File: config.mk
export PLATFORM = sky130hd
export DESIGN_NAME = i2c_ctl_slave
export DESIGN_NICKNAME = d
export VERILOG_FILES = /design/src/rtl/i2cs_pkg.sv /design/src/rtl/i2cs_sync.sv /design/src/rtl/i2cs_cond.sv /design/src/rtl/i2c_ctl_slave.sv
export SDC_FILE = /design/constraint.sdc
export NUM_CORES = 1
export LEC_CHECK = 0
export BUFFER_PORTS_ARGS = -buffer_cell sky130_fd_sc_hd__buf_2
export CAP_MARGIN = 0
export CORE_MARGIN = 2
export CORE_UTILIZATION = 51
export CTS_BUF_LIST = sky130_fd_sc_hd__clkbuf_4
export DETAILED_ROUTE_END_ITERATION = 8
export GPL_ROUTABILITY_DRIVEN = 0
export PLACE_DENSITY_LB_ADDON = 0.12
export SLEW_MARGIN = 20
export SYNTH_ARGS = -nofsm -noshare
export SYNTH_HDL_FRONTEND = slang
export SYNTH_HIERARCHICAL = 1
export SYNTH_SLANG_ARGS = --single-unit
File: constraint.sdc
create_clock -name clk -period 2.6 [get_ports clk]
set_input_delay 0.78 -clock clk [delete_from_list [all_inputs] [get_ports clk]]
set_output_delay 0.78 -clock clk [all_outputs]
set_load 0.01 [all_outputs]
File: src/rtl/i2cs_pkg.sv
package i2cs_pkg;
    typedef enum logic [2:0] {
        S_IDLE,
        S_ADDR,
        S_AACK,
        S_WDATA,
        S_WACK,
        S_RDATA,
        S_RACK,
        S_SKIP
    } i2cs_state_t;

    localparam int BYTE_BITS = 8;
    localparam logic [7:0] PAST_END_BYTE = 8'hFF;
endpackage

File: src/rtl/i2cs_sync.sv
module i2cs_sync #(
    parameter int W      = 2,
    parameter int STAGES = 2
) (
    input  logic         clk,
    input  logic         rst_n,
    input  logic [W-1:0] d,
    output logic [W-1:0] q
);
    logic [W-1:0] pipe [STAGES];

    for (genvar g = 0; g < STAGES; g++) begin : g_stage
        if (g == 0) begin : g_first
            always_ff @(posedge clk or negedge rst_n) begin
                if (!rst_n) pipe[g] <= '1;
                else        pipe[g] <= d;
            end
        end else begin : g_next
            always_ff @(posedge clk or negedge rst_n) begin
                if (!rst_n) pipe[g] <= '1;
                else        pipe[g] <= pipe[g-1];
            end
        end
    end

    assign q = pipe[STAGES-1];
endmodule

File: src/rtl/i2cs_cond.sv
module i2cs_cond (
    input  logic clk,
    input  logic rst_n,
    input  logic scl_s,
    input  logic sda_s,
    output logic scl_rise,
    output logic scl_fall,
    output logic start_c,
    output logic stop_c
);
    logic scl_q;
    logic sda_q;

    always_ff @(posedge clk or negedge rst_n) begin
        if (!rst_n) begin
            scl_q <= 1'b1;
            sda_q <= 1'b1;
        end else begin
            scl_q <= scl_s;
            sda_q <= sda_s;
        end
    end

    assign scl_rise = scl_s & ~scl_q;
    assign scl_fall = ~scl_s & scl_q;
    assign start_c  = scl_s & scl_q & sda_q & ~sda_s;
    assign stop_c   = scl_s & scl_q & ~sda_q & sda_s;
endmodule

File: src/rtl/i2c_ctl_slave.sv
module i2c_ctl_slave
    import i2cs_pkg::*;
#(
    parameter int         SYNC_STAGES = 2,
    parameter int         BUF_BYTES   = 16,
    parameter logic [5:0] ADDR_HI     = 6'b001000,
    localparam int        IDX_W       = $clog2(BUF_BYTES)
) (
    input  logic             clk,
    input  logic             rst_n,
    input  logic             scl_i,
    input  logic             sda_i,
    input  logic             addr_sel,
    output logic             sda_o,
    output logic             sda_oe,
    output logic [7:0]       ctrl_reg,
    output logic [IDX_W-1:0] buf_idx,
    input  logic [7:0]       buf_data,
    output logic             busy
);
    localparam int CNT_W = $clog2(BUF_BYTES + 1);
    localparam logic [CNT_W-1:0] CNT_MAX = CNT_W'(BUF_BYTES);
    localparam logic [3:0] BIT_FULL = 4'(BYTE_BITS);
    localparam logic [3:0] BIT_LAST = 4'(BYTE_BITS - 1);

    logic [1:0] lines_s;
    logic       scl_s, sda_s;
    logic       scl_rise, scl_fall, start_c, stop_c;

    i2cs_sync #(.W(2), .STAGES(SYNC_STAGES)) u_sync (
        .clk   (clk),
        .rst_n (rst_n),
        .d     ({scl_i, sda_i}),
        .q     (lines_s)
    );
    assign scl_s = lines_s[1];
    assign sda_s = lines_s[0];

    i2cs_cond u_cond (
        .clk      (clk),
        .rst_n    (rst_n),
        .scl_s    (scl_s),
        .sda_s    (sda_s),
        .scl_rise (scl_rise),
        .scl_fall (scl_fall),
        .start_c  (start_c),
        .stop_c   (stop_c)
    );

    i2cs_state_t      state, nxt;
    logic [7:0]       shreg;
    logic [3:0]       bitcnt;
    logic [CNT_W-1:0] rd_cnt;
    logic             m_ack;
    logic             addr_hit;
    logic [7:0]       fetch;

    assign addr_hit = (shreg[7:1] == {ADDR_HI, addr_sel});
    assign fetch    = (rd_cnt >= CNT_MAX) ? PAST_END_BYTE : buf_data;
    assign buf_idx  = rd_cnt[IDX_W-1:0];

    always_comb begin
        nxt = state;
        if (stop_c) begin
            nxt = S_IDLE;
        end else if (start_c) begin
            nxt = S_ADDR;
        end else begin
            unique case (state)
                S_IDLE:  nxt = S_IDLE;
                S_ADDR:  if (scl_fall && bitcnt == BIT_FULL) nxt = addr_hit ? S_AACK : S_SKIP;
                S_AACK:  if (scl_fall) nxt = shreg[0] ? S_RDATA : S_WDATA;
                S_WDATA: if (scl_fall && bitcnt == BIT_FULL) nxt = S_WACK;
                S_WACK:  if (scl_fall) nxt = S_SKIP;
                S_RDATA: if (scl_fall && bitcnt == BIT_LAST) nxt = S_RACK;
                S_RACK:  if (scl_fall) nxt = m_ack ? S_RDATA : S_SKIP;
                S_SKIP:  nxt = S_SKIP;
                default: nxt = S_IDLE;
            endcase
        end
    end

    always_ff @(posedge clk or negedge rst_n) begin
        if (!rst_n) state <= S_IDLE;
        else        state <= nxt;
    end

    always_ff @(posedge clk or negedge rst_n) begin
        if (!rst_n) begin
            shreg    <= '0;
            bitcnt   <= '0;
            rd_cnt   <= '0;
            m_ack    <= 1'b0;
            ctrl_reg <= '0;
            busy     <= 1'b0;
        end else if (stop_c) begin
            busy   <= 1'b0;
            bitcnt <= '0;
        end else if (start_c) begin
            bitcnt <= '0;
            rd_cnt <= '0;
        end else begin
            unique case (state)
                S_ADDR, S_WDATA: begin
                    if (scl_rise) begin
                        shreg  <= {shreg[6:0], sda_s};
                        bitcnt <= bitcnt + 4'd1;
                    end
                    if (scl_fall && bitcnt == BIT_FULL) begin
                        if (state == S_ADDR && addr_hit) busy <= 1'b1;
                        if (state == S_WDATA) ctrl_reg <= shreg;
                    end
                end
                S_AACK: begin
                    if (scl_fall) begin
                        bitcnt <= '0;
                        if (shreg[0]) shreg <= fetch;
                    end
                end
                S_RDATA: begin
                    if (scl_fall) begin
                        shreg  <= {shreg[6:0], 1'b1};
                        bitcnt <= bitcnt + 4'd1;
                    end
                end
                S_RACK: begin
                    if (scl_rise) begin
                        m_ack <= ~sda_s;
                        if (!sda_s && rd_cnt < CNT_MAX) rd_cnt <= rd_cnt + 1'b1;
                    end
                    if (scl_fall && m_ack) begin
                        shreg  <= fetch;
                        bitcnt <= '0;
                    end
                end
                default: ;
            endcase
        end
    end

    always_comb begin
        sda_o  = 1'b0;
        sda_oe = 1'b0;
        unique case (state)
            S_AACK, S_WACK: sda_oe = 1'b1;
            S_RDATA:        sda_oe = ~shreg[7];
            default:        sda_oe = 1'b0;
        endcase
    end

    a_r9_drive_needs_busy: assert property (@(posedge clk) disable iff (!rst_n)
        sda_oe |-> busy);

    a_r9_drive_moves_scl_low: assert property (@(posedge clk) disable iff (!rst_n)
        !$stable(sda_oe) |-> (!scl_s || $past(start_c) || $past(stop_c)));

    a_r4_start_rewinds: assert property (@(posedge clk) disable iff (!rst_n)
        start_c && !stop_c |=> rd_cnt == '0);

    a_r7_cnt_bound: assert property (@(posedge clk) disable iff (!rst_n)
        rd_cnt <= CNT_MAX);

    a_r8_stop_clears_busy: assert property (@(posedge clk) disable iff (!rst_n)
        stop_c |=> !busy);

    a_r2_ctrl_from_write_only: assert property (@(posedge clk) disable iff (!rst_n)
        !$stable(ctrl_reg) |-> $past(state) == S_WDATA);
endmodule

# Word level (Yosys, flattened, before mapping)
# Cells that the tools add are included.
[word_totals]
register_bits = 36
latchBits = 0
ramBits = 0
mem_bits_ro = 0
input_bits = 13
elab_cells = 116
n_memories = 0
[op_classes]
add_sub_neg = 2
multipliers = 0
n_div = 0
order_cmp = 2
eq_ne = 25
shift = 0
n_mux = 36
bitwise_logic = 14
n_reduce_logical = 25
[ops]
columns = ["operator", "count"]
rows = [
  ["$mux 8", 6],
  ["$ne 4x4->1 const B", 9],
  ["$pmux 8 s4", 1],
  ["$mux 3", 10],
  ["$mux 4", 6],
  ["$pmux 3 s8", 1],
  ["$mux 5", 4],
  ["$pmux 4 s4", 1],
  ["$eq 3x3->1 const B", 4],
  ["$reduce_and 4->1", 3],
  ["$reduce_bool 2->1", 6],
  ["$ne 2x2->1 const B", 5],
  ["$reduce_and 5->1", 2],
  ["$reduce_and 8->1", 1],
  ["$and 1x1->1", 7],
  ["$eq 7x5->1", 1],
  ["$not 1->1", 7],
  ["$reduce_and 7->1", 1],
  ["$eq 3x2->1 const B", 2],
  ["$reduce_and 6->1", 1],
  ["$reduce_bool 6->1", 1],
  ["$add 5x1->5 const B", 1],
  ["$ge 5x5->1 const B", 1],
  ["$logic_and 1x1->1", 5],
  ["13 further kinds", 18],
]

# Depth between registers and ports, before layout
# Gate-level depths: netlist of run 1.
[logic_depth]
ltp_word = 7
mapped_depth = 8
ltp_nobuf = 6

# By module
# The synthesis of run 1 kept the hierarchy.
[by_module_without_submodules]
columns = ["module", "instances", "cells_each", "area_per_inst_um2", "seq_area_each_um2"]
rows = [
  ["i2c_ctl_slave", 1, 186, 1869.3, 750.7],
  ["i2cs_sync", 1, 6, 120.1, 105.1],
  ["i2cs_cond", 1, 6, 85.1, 52.6],
]

# Least setup slack after synthesis of run 1
# Ideal clock, no wire load.
[synth_timing]
kind = "reg2reg"
from = "reg u_sync.pipe (netlist bit u_sync/q[0])"
to = "reg shreg[1]"
arrival_ns = 1.853
required_time_ns = 2.475
slack_ns = 0.622
path_stages_with_launch = 8
n_path_buf = 3
synth_period_minus_slack_ns = 1.978
path_cell_list = "dfstp_2 -> buf_4 -> and4b_1 -> clkbuf_1 -> nor2_2 -> o211a_1 -> buf_6 -> mux2_4"
[synth_between]
elab_chain_cells = 4
word_cells_on_any_way = 6
classes_between = "bitwise: 5; reduce/logical: 1"
[synth_lines]
columns = ["item", "line", "text"]
rows = [
  ["start: declaration", "i2cs_sync.sv:10", "logic [W-1:0] pipe [STAGES];"],
  ["start signal: indexed assignment", "i2cs_sync.sv:21", "else pipe[g] <= pipe[g-1];"],
  ["$not 1->1", "i2cs_cond.sv:26", "assign start_c = scl_s & scl_q & sda_q & ~sda_s;"],
  ["$and 1x1->1", "i2cs_cond.sv:26", ""],
  ["named net start_c", "i2c_ctl_slave.sv:28", "logic scl_rise, scl_fall, start_c, stop_c;"],
  ["$not 1->1 (no line)", "--", ""],
  ["$reduce_and 8->1 (no line)", "--", ""],
  ["end signal: assignment", "i2c_ctl_slave.sv:106", "shreg <= {shreg[6:0], sda_s};"],
  ["end signal: assignment", "i2c_ctl_slave.sv:117", "if (shreg[0]) shreg <= fetch;"],
  ["end signal: assignment", "i2c_ctl_slave.sv:122", "shreg <= {shreg[6:0], 1'b1};"],
  ["end: declaration", "i2c_ctl_slave.sv:51", "logic [7:0] shreg;"],
]
# The timed path passes the listed nets, and every way through them passes these cells.
# A chain may end at the register's enable or synchronous reset.

# Worst setup path after layout of run 1
[layout_timing]
from = "reg state[0]"
to = "out sda_oe"
[layout_between]
elab_chain_cells = 3
word_cells_on_any_way = 5
classes_between = "eq/ne: 3; mux: 1; reduce/logical: 1"
[layout_lines]
columns = ["item", "line", "text"]
rows = [
  ["start: declaration", "i2c_ctl_slave.sv:50", "i2cs_state_t state, nxt;"],
  ["start signal: assignment", "i2c_ctl_slave.sv:85", "else state <= nxt;"],
  ["$eq 3x2->1 / $eq 3x3->1 (equally long branches)", "i2c_ctl_slave.sv:144", "unique case (state)"],
  ["$reduce_or 2->1", "i2c_ctl_slave.sv:144", ""],
  ["$pmux 1 s2 *", "i2c_ctl_slave.sv:144", ""],
  ["end: declaration", "i2c_ctl_slave.sv:15", "output logic sda_oe,"],
]
# Mark *: on every way between the ends. The rest lies on a longest branch, timed or not.

==> flow_summary.yaml, run 1 <==
placement:
  pre_cts_ws_ns: 0.4304
  dp.cells: 260
  placed_area_um2: 2183
  dp_hpwl_mm: 3.024
  numPortBuffers: 26
synth:
  yosysWarnings: 6
  synth_nets: 214
  synthTopCellsByArea: "dfrtp_1 36%, dfstp_2 7.6%, mux2_4 5.1%"
  netlist_area_um2: 2074
  synthCells: 198
  syn_avg_cell_area_um2: 10.48
  async_reset_ff_share_pct: 100.0
  yosysTopAreaCellShare_pct: 36.19
  ys.flop_type: "dfrtp_1"
  yosysTopAreaCell: "dfrtp_1"
  ys_seq_area_share_pct: 43.79
  yosysUniqueCellTypes: 52
  ys_ff_latch: 36
  synth_edf_count: 0
power_and_ir_drop:
  swShare_pct: 35.41
  p_int_w: 0.001113
  power_density_nw_per_um2: 769.2
  p_sw_w: 0.0006100
  combPwrFrac_pct: 35.8
  pwr-share-clk_pct: 17.3
  peakVddDrop_v: 0.0003904
  seq_power_share_pct: 46.9
  p_total_w: 0.001723
  power.leakage_nw: 1.062
drt:
  routed_via_density: 5.746
  drtAntennaViolNets: 0
  detail_route.iter0.violations: 127
  totalWireLength_mm: 4.260
  drc: 0
  wire_per_inst_um: 15.90
  drt-pass1-iter-count: 4
  via_count: 1540
timing:
  final.setup.worst_slack_ns: 0.2902
  clock.fmax_mhz: 432.9
  period_needed_ns: 2.310
  fin_crit_sh_pct: 88.84
  setup_viol: 0
  setup_tns_ns: 0
  finalHoldViolations: 0
  maxSlewHeadroom_pct: 47.96
  rsz0062_at_grt: "false"
  tightest_slew_ns: 0.7805
  skew_ns: 0.01138
  slew_viol_final: 0
grt:
  grtUsageTotal_pct: 22.18
  overflow: 0
  grt_pass1_wl_mm: 7.376
  antenna_found_initial: 0
  grt_pass1_vias: 1459
  grt_max_degree: 37
final_layout:
  stdcell_area_um2: 2240
  num_antenna_cells: 0
  drive_gt1_share_pct: 30.73
  synthToLayoutAreaGrowth_pct: 7.961
  nNetsFinal: 233
  instances_no_fill: 268
clock_tree:
  cts_tree: "done"
  htree_levels: 2
  cts-root-buf: "clkbuf_4"
  numCtsBuffers: 5
  cts_hold_buf: 0
  cts.path.max_buffers: 2
  clkLatencyLatePin_ns: 0.34
  clk_pin_slew_ns: 0.11
  post_cts_buffers: 0
  cts_resized: 0
  clock-sinks: 36
critical_path:
  reg2reg_depth: 4
  critPathArrivalTime_ns: 1.53
  crit_required_ns: 1.82
  endpoint_kind: "output port"
  cp-endpoint: "sda_oe"
  slowest_delay_ns: 0.51
  criticalPathCategory: "register to output port"
  r2r-start: "u_sync/q[0]"
  cp_slowest_cell: "dfrtp_1"
  worstReg2RegEnd: "shreg[1]"
  crit_chain: "nand2b_1 > o21ai_0 > buf_2"
  rrSetupSlack_ns: 0.40
  critPathMaxFanout: 11
  startpoint_type: "register"
  crit_start: "state[0]"
floorplan:
  num_io_pins: 28
  die_x_um: 67.78
  die_y_um: 67.78
  fp.dieArea_um2: 4593
  core-area_um2: 3943
  num_rows: 23
  initial_utilization_pct: 52.62
job:
  drv_cap: 0
hold_path:
  hold_path.class: "register to register"
outcome:
  status: "finished clean"
## critical path: cells and delay by family (launching register included)
family | cells | cell delay (ns)
AOI/OAI and AO/OA | 1 | 0.19
buffers and inverters | 1 | 0.15
DFF | 1 | 0.51
and+or+nand+nor | 1 | 0.33
## per-stage QoR
stage | hold WS [ns] | util (%)
4_1_cts | 0.3631 | 56.81
3_5_place_dp | 0.3488 | 55.38
5_1_grt | 0.3662 | 56.81
3_3_place_gp | 0.3482 | 55.38
2_1_floorplan | 0.3452 | -
6_report | 0.3617 | 56.81
## placed cells by master (no fill, tap or decap), drive strengths merged, types with 4 or more instances in the layout
cell type	n
nand2	16
clkbuf	7
o21ai	20
inv	6
or2	4
nor2	9
nor3b	5
mux2	16
nor2b	8
a21oi	9
buf	31
dfrtp	30
nand4b	4
dfstp	6
## power groups by stage
stage	Combinational, W	Clock [W]	Sequential, W
2_1_floorplan	0.000531	0	0.000761
4_1_cts	0.000619	0.000306	0.000806
3_3_place_gp	0.000594	0	0.000810
3_5_place_dp	0.000615	0	0.000818
5_1_grt	0.000687	0.000340	0.000832
6_report	0.000616	0.000298	0.000808
## metal layers
layer	vias up	global-route usage (%)	routed length [um]
met5	-	0	0
met2	36	33.33	2024
met1	752	31.62	2023
li1	746	-	-
met4	0	6.750	51
met3	6	5.500	161
## cells in the mapped netlist (all sizes together), types with 2 or more instances
| master | instances |
|---|---|
| a21oi | 9 |
| a221o | 2 |
| a32o | 2 |
| and3 | 2 |
| and4b | 2 |
| buf | 16 |
| clkbuf | 3 |
| dfrtp | 30 |
| dfstp | 6 |
| ha | 3 |
| inv | 6 |
| mux2 | 16 |
| mux2i | 2 |
| nand2 | 16 |
| nand2b | 3 |
| nand3 | 3 |
| nand3b | 3 |
| nand4 | 3 |
| nand4b | 4 |
| nand4bb | 2 |
| nor2 | 9 |
| nor2b | 8 |
| nor3 | 3 |
| nor3b | 5 |
| o211a | 2 |
| o211ai | 2 |
| o21ai | 20 |
| or2 | 4 |
## cell families (layout without fill, tap and decap cells)
| logic type | Yosys count | count (layout) | synth area share, % |
|---|---|---|---|
| XOR/XNOR | 1 | 1 | 0.4223 |
| multiplexers | 18 | 18 | 10.92 |
| flip-flops | 36 | 36 | 43.79 |
| other | 1 | 1 | 0.1808 |
| adder cells (fa/ha/maj) | 3 | 3 | 1.810 |
| AND/OR/NAND/NOR | 69 | 69 | 22.02 |
| buffers and inverters | 25 | 45 | 6.936 |
| AO/OA/AOI/OAI | 45 | 45 | 13.93 |
## worst min-delay path by stage
stage / slack [ns] / from / end / cells after the start
after floorplan: 0.35 / u_sync/pipe[2] / u_sync/q[0] / 0
after global placement: 0.35 / u_sync/pipe[3] / u_sync/q[1] / 0
after detailed placement: 0.35 / u_sync/pipe[2] / u_sync/q[0] / 0
after CTS: 0.36 / u_sync/pipe[2] / u_sync/q[0] / 0
after global routing: 0.37 / u_sync/pipe[2] / u_sync/q[0] / 0
final: 0.36 / u_sync/pipe[2] / u_sync/q[0] / 0
## layout make-up
| class | instances | area [um2] |
|---|---|---|
| Fill cell | 337 | 1703 |
| Multi-Input combinational cell | 137 | 1022 |
| Sequential cell | 36 | 908.4 |
| Timing Repair Buffer | 31 | 167.7 |
| Tap cell | 50 | 62.56 |
| Clock buffer | 7 | 52.55 |
| Inverter | 6 | 22.52 |
| Clock inverter | 1 | 3.754 |
Note: power is estimated with default switching activity, not from simulation.
==> run 2: changes to the inputs <==
--- a/config.mk
+++ b/config.mk
@@ -9,10 +9,10 @@
 export CAP_MARGIN = 0
 export CORE_MARGIN = 2
 export CORE_UTILIZATION = 51
-export CTS_BUF_LIST = sky130_fd_sc_hd__clkbuf_4
+export CTS_BUF_LIST = sky130_fd_sc_hd__clkbuf_8
 export DETAILED_ROUTE_END_ITERATION = 8
 export GPL_ROUTABILITY_DRIVEN = 0
-export PLACE_DENSITY_LB_ADDON = 0.12
+export PLACE_DENSITY = 0.8
 export SLEW_MARGIN = 20
 export SYNTH_ARGS = -nofsm -noshare
 export SYNTH_HDL_FRONTEND = slang
==> run 2 against run 1 <==
  * Fmax up 2.4%
  * Largest power group unchanged
  * First-iteration DRC count down 18%
  * Worst setup slack better by 0.053 ns
  * Non-clock buffer count down 2
  * Total power up 8.6%
  * Combinational power down 9.9%
  * Clock-buffer cell count down 2
  * Clock power up 59%
  * Sequential share of layout area down 0.65 points
  * Global-route usage down 2.0 points
  * Register-to-register slack better by 0.06 ns
==> flow_summary.yaml, run 2 (same netlist as run 1, synthesis figures left out) <==
outcome:
  status: "finished clean"
timing:
  setup_tns_ns: 0
  fin_crit_sh_pct: 86.79
  tightest_slew_ns: 0.7767
  period_needed_ns: 2.257
  maxSlewHeadroom_pct: 48.22
  slew_viol_final: 0
  clock.fmax_mhz: 443.2
  final.setup.worst_slack_ns: 0.3434
  setup_viol: 0
  rsz0062_at_grt: "false"
  skew_ns: 0.007388
  finalHoldViolations: 0
floorplan:
  fp.dieArea_um2: 4593
  num_rows: 23
  num_io_pins: 28
  initial_utilization_pct: 52.62
  die_x_um: 67.78
  die_y_um: 67.78
  core-area_um2: 3943
grt:
  grtUsageTotal_pct: 20.21
  antenna_found_initial: 0
  overflow: 0
  grt_pass1_vias: 1420
  grt_pass1_wl_mm: 6.789
  grt_max_degree: 37
placement:
  dp.cells: 258
  dp_hpwl_mm: 2.783
  pre_cts_ws_ns: 0.4701
  numPortBuffers: 26
final_layout:
  instances_no_fill: 266
  synthToLayoutAreaGrowth_pct: 9.710
  fillers: 346
  nNetsFinal: 231
  num_antenna_cells: 0
  drive_gt1_share_pct: 30.09
  final_common_cell: "dfrtp_1"
  final_cell_mix: "30 x dfrtp_1, 26 x buf_2, 20 x o21ai_0, 16 x nand2_1, 9 x a21oi_1"
job:
  drv_cap: 0
clock_tree:
  cts_resized: 0
  cts-root-buf: "clkbuf_8"
  cts_tree: "done"
  cts.path.max_buffers: 2
  htree_levels: 2
  cts_hold_buf: 0
  post_cts_buffers: 0
  clkLatencyLatePin_ns: 0.29
  clk_pin_slew_ns: 0.07
  numCtsBuffers: 5
  clock-sinks: 36
drt:
  drtAntennaViolNets: 0
  wire_per_inst_um: 14.80
  via_count: 1528
  totalWireLength_mm: 3.938
  drc: 0
  detail_route.iter0.violations: 104
  drt-pass1-iter-count: 4
  routed_via_density: 5.744
critical_path:
  critPathMaxFanout: 17
  criticalPathCategory: "register to output port"
  cp_slowest_cell: "dfrtp_1"
  slowest_delay_ns: 0.68
  crit_required_ns: 1.82
  startpoint_type: "register"
  critPathArrivalTime_ns: 1.48
  crit_chain: "a21oi_1 > nand2_1 > o21ai_0 > buf_2"
  crit_buf_inv: 1
  crit_family: "flip-flops"
  endpoint_kind: "output port"
power_and_ir_drop:
  combPwrFrac_pct: 29.7
  power.leakage_nw: 1.078
  power_density_nw_per_um2: 822.2
  peakVddDrop_v: 0.0005234
  swShare_pct: 32.97
  p_int_w: 0.001254
  p_sw_w: 0.0006170
  seq_power_share_pct: 45.0
  pwr-share-clk_pct: 25.3
hold_path:
  hold_path.class: "register to register"
## run 2: area by class of cell
type                            instances  area, um2  share of cell area [%]
Multi-Input combinational cell        137       1022                   44.91
Sequential cell                        36      908.4                   39.91
Timing Repair Buffer                   29      152.6                   6.707
Clock buffer                            5      68.82                   3.024
Tap cell                               50      62.56                   2.749
Clock inverter                          3      38.79                   1.704
Inverter                                6      22.52                  0.9896
## run 2: through the flow
stage	power (W)	util [%]	hold slack, ns	cell area (um2)
4_1_cts	0.001884	57.73	0.3623	2276
3_5_place_dp	0.001407	55.00	0.3520	2168
3_3_place_gp	0.001389	55.00	0.3460	2168
6_report	0.001871	57.73	0.3600	2276
5_1_grt	0.002009	57.73	0.3641	2276
2_1_floorplan	0.001292	-	0.3452	2074
## run 2: power by group through the flow
| stage | Clock [W] | Combinational, W | Sequential [W] |
|---|---|---|---|
| after floorplan | 0 | 0.000531 | 0.000761 |
| after global placement | 0 | 0.000541 | 0.000847 |
| after detailed placement | 0 | 0.000556 | 0.000851 |
| after CTS | 0.000485 | 0.000558 | 0.000841 |
| after global routing | 0.000515 | 0.000625 | 0.000869 |
| final | 0.000473 | 0.000555 | 0.000843 |
## run 2: worst register-to-register path, cell delays in order (launching register included)
cell and delay [ns]:
dfstp_2 0.57, and4b_1 0.28, nor2_2 0.37, o211a_1 0.47, mux2_4 0.34
## run 2: path summary, 6_finish.rpt
path                           startpoint     endpoint  slack (ns)  cells past startpoint
min in group asynchronous           rst_n  ctrl_reg[2]        0.56                      1
max reg2reg                   u_sync/q[0]     shreg[4]        0.46                      4
max in group asynchronous           rst_n  ctrl_reg[6]        1.53                      1
min reg2reg                u_sync/pipe[3]  u_sync/q[1]        0.36                      0
max                              state[0]       sda_oe        0.34                      4
min                        u_sync/pipe[3]  u_sync/q[1]        0.36                      0
## run 2: metal layers
| metal | part of all wire [%] | vias up | track usage, % |
|---|---|---|---|
| met3 | 5.1 | 4 | 5.000 |
| li1 | - | 737 | - |
| met2 | 47 | 45 | 31.50 |
| met4 | 1.2 | 0 | 7.000 |
| met5 | 0 | - | 0 |
| met1 | 46 | 742 | 27.56 |
==> run 3: changes to the inputs <==
--- a/config.mk
+++ b/config.mk
@@ -5,6 +5,7 @@
 export SDC_FILE = /design/constraint.sdc
 export NUM_CORES = 1
 export LEC_CHECK = 0
+export ABC_AREA = 1
 export BUFFER_PORTS_ARGS = -buffer_cell sky130_fd_sc_hd__buf_2
 export CAP_MARGIN = 0
 export CORE_MARGIN = 2
==> run 3 against run 2 <==
  * Clock power is 8.2% lower
  * Sequential cell count stayed put
  * Synthesized cell count is 26% higher
  * Worst setup slack worse by 0.049 ns
  * Register-to-register slack better by 0.05 ns
  * Routed wire length is 1.3% higher
  * Fmax is 2.1% lower
  * Critical path type unchanged
  * Via count is 6.8% higher
  * Core utilization is 0.41 points lower
  * Highest routed layer unchanged
==> flow_summary.yaml, run 3 <==
drt:
  drc: 0
  via_count: 1632
  routed_via_density: 5.100
  drt-pass1-iter-count: 4
  drtAntennaViolNets: 0
  wire_per_inst_um: 12.47
  detail_route.iter0.violations: 80
  totalWireLength_mm: 3.991
clock_tree:
  clk_pin_slew_ns: 0.07
  cts.path.max_buffers: 2
  cts_hold_buf: 0
  cts_tree: "done"
  htree_levels: 2
  post_cts_buffers: 0
  clkLatencyLatePin_ns: 0.29
  cts-root-buf: "clkbuf_8"
  clock-sinks: 36
  cts_resized: 0
  numCtsBuffers: 5
floorplan:
  fp.dieArea_um2: 4531
  num_io_pins: 28
  die_x_um: 67.32
  core-area_um2: 3914
  num_rows: 23
  die_y_um: 67.32
  initial_utilization_pct: 52.24
synth:
  synthAdderAreaFrac_pct: 1.836
  synthCells: 249
  synthXorXnorAreaFrac_pct: 2.142
  yosysUniqueCellTypes: 34
  yosysWarnings: 6
  yosysTopAreaCellShare_pct: 36.72
  synthTopCellsByCount: "56 x nand2_1, 30 x dfrtp_1, 27 x inv_1"
  ys_ff_latch: 36
  ys.flop_type: "dfrtp_1"
  synth_edf_count: 0
  yosysTopAreaCell: "dfrtp_1"
  yosys-mux-area-fraction_pct: 0
  netlist_area_um2: 2044
  async_reset_ff_share_pct: 100.0
  synthTopCellsByArea: "dfrtp_1 37%, nand2_1 10%, dfstp_2 7.7%"
  synth-compound-area-share_pct: 14.99
  ys_seq_area_share_pct: 44.43
  synth_top_family_by_area: "simple AND/OR/NAND/NOR gates"
  yosysMostFrequentCell: "nand2_1"
  syn_avg_cell_area_um2: 8.211
  synth_nets: 265
  yosys.area_share.simple_pct: 26.13
power_and_ir_drop:
  power_density_nw_per_um2: 959.1
  peakVddDrop_v: 0.0005981
  swShare_pct: 41.69
  p_total_w: 0.002152
  pwr-share-clk_pct: 20.2
  seq_power_share_pct: 38.1
  power.leakage_nw: 1.161
  p_sw_w: 0.0008970
  p_int_w: 0.001255
  combPwrFrac_pct: 41.7
timing:
  setup_tns_ns: 0
  finalHoldViolations: 0
  slew_viol_final: 0
  clock.fmax_mhz: 433.7
  period_needed_ns: 2.306
  tightest_slew_ns: 0.8074
  skew_ns: 0.008353
  setup_viol: 0
  maxSlewHeadroom_pct: 46.17
  fin_crit_sh_pct: 88.68
  rsz0062_at_grt: "false"
grt:
  grt_max_degree: 37
  antenna_found_initial: 0
  grt_pass1_vias: 1478
  grt_pass1_wl_mm: 6.686
  overflow: 0
  grtUsageTotal_pct: 19.79
critical_path:
  cp_slowest_cell: "dfrtp_1"
  critPathMaxFanout: 11
  slowest_delay_ns: 0.45
  crit_chain: "inv_2 > nand2_4 > inv_2 > nand2_1 > o221ai_1 > buf_2"
  endpoint_kind: "output port"
  startpoint_type: "register"
  critPathArrivalTime_ns: 1.53
  criticalPathCategory: "register to output port"
  crit_top_cell: "inv_2"
  crit_required_ns: 1.82
job:
  drv_cap: 0
placement:
  dp_hpwl_mm: 2.946
  placed_area_um2: 2143
  numPortBuffers: 26
final_layout:
  drive_gt1_share_pct: 25.93
  utilization_pct: 57.32
  synthToLayoutAreaGrowth_pct: 9.731
  stdcell_area_um2: 2243
  final_cell_mix: "56 x nand2_1, 30 x dfrtp_1, 28 x inv_1, 26 x nor2_1, 26 x buf_2"
  final_common_cell: "nand2_1"
  nNetsFinal: 285
  num_antenna_cells: 0
hold_path:
  hold_path.class: "register to register"
outcome:
  status: "finished clean"
[run 3: cell count changes after synthesis, moves of 7 or more]
| cell | previous run | this run |
|---|---|---|
| inv_1 | 6 | 27 |
| mux2_4 | 7 | 0 |
| nand2_1 | 16 | 56 |
| nand3_1 | 2 | 9 |
| nor2_1 | 8 | 26 |
| nor2b_1 | 7 | 0 |
[run 3: cell type report]
| type | count | area [um2] |
|---|---|---|
| multi-input combinational | 169 | 925.9 |
| tap | 50 | 62.56 |
| clock inverter | 1 | 3.754 |
| timing repair buffer | 26 | 130.1 |
| sequential | 36 | 908.4 |
| clock buffer | 7 | 96.34 |
| inverter | 31 | 116.4 |
| fill | 378 | 1670 |
[run 3: layer usage]
layer	global-route usage, %	up-vias	share of wire, %
met3	5.167	6	5.7
met4	6.122	0	1.3
met5	0	-	0
met2	30.57	40	46
met1	27.30	747	47
li1	-	839	-
[run 3: final timing paths]
kind / to / cells past startpoint / startpoint / slack [ns]
setup / recovery: sda_oe / 6 / state[0] / 0.29
hold / removal: u_sync/q[1] / 0 / u_sync/pipe[3] / 0.36
setup reg to reg: shreg[3] / 9 / u_sync/q[0] / 0.51
hold reg to reg: u_sync/q[1] / 0 / u_sync/pipe[3] / 0.36
max in group asynchronous: state[0] / 1 / rst_n / 1.51
min in group asynchronous: shreg[3] / 1 / rst_n / 0.58
[run 3: worst max-delay path: cells and delay by family (launching register included)]
kind                   cells  cell delay, ns
and+or+nand+nor            2            0.21
AOI/OAI and AO/OA          1            0.08
DFF                        1            0.45
buffers and inverters      3            0.49
[run 3: logic make-up after synthesis]
family / Yosys count
buffers and inverters: 44
XOR/XNOR: 5
AO/OA/AOI/OAI: 46
flip-flops: 36
other: 1
adder cells (fa/ha/maj): 3
AND/OR/NAND/NOR: 114
[run 3: through the flow]
stage | instances | hold slack, ns | worst slack, ns
floorplan | 249 | 0.3452 | 0.8078
global placement | 312 | 0.3457 | 0.5895
detailed placement | 312 | 0.3507 | 0.5222
CTS | 320 | 0.3606 | 0.3078
global route | 320 | 0.3613 | 0.2275
finish | 320 | 0.3576 | 0.2942
[run 3: power by group through the flow]
| stage | registers [W] | logic (W) | clock network (W) |
|---|---|---|---|
| floorplan | 0.000786 | 0.000790 | 0 |
| global placement | 0.000821 | 0.000881 | 0 |
| detailed placement | 0.000827 | 0.000899 | 0 |
| CTS | 0.000817 | 0.000904 | 0.000444 |
| global route | 0.000836 | 0.00103 | 0.000465 |
| finish | 0.000819 | 0.000898 | 0.000434 |
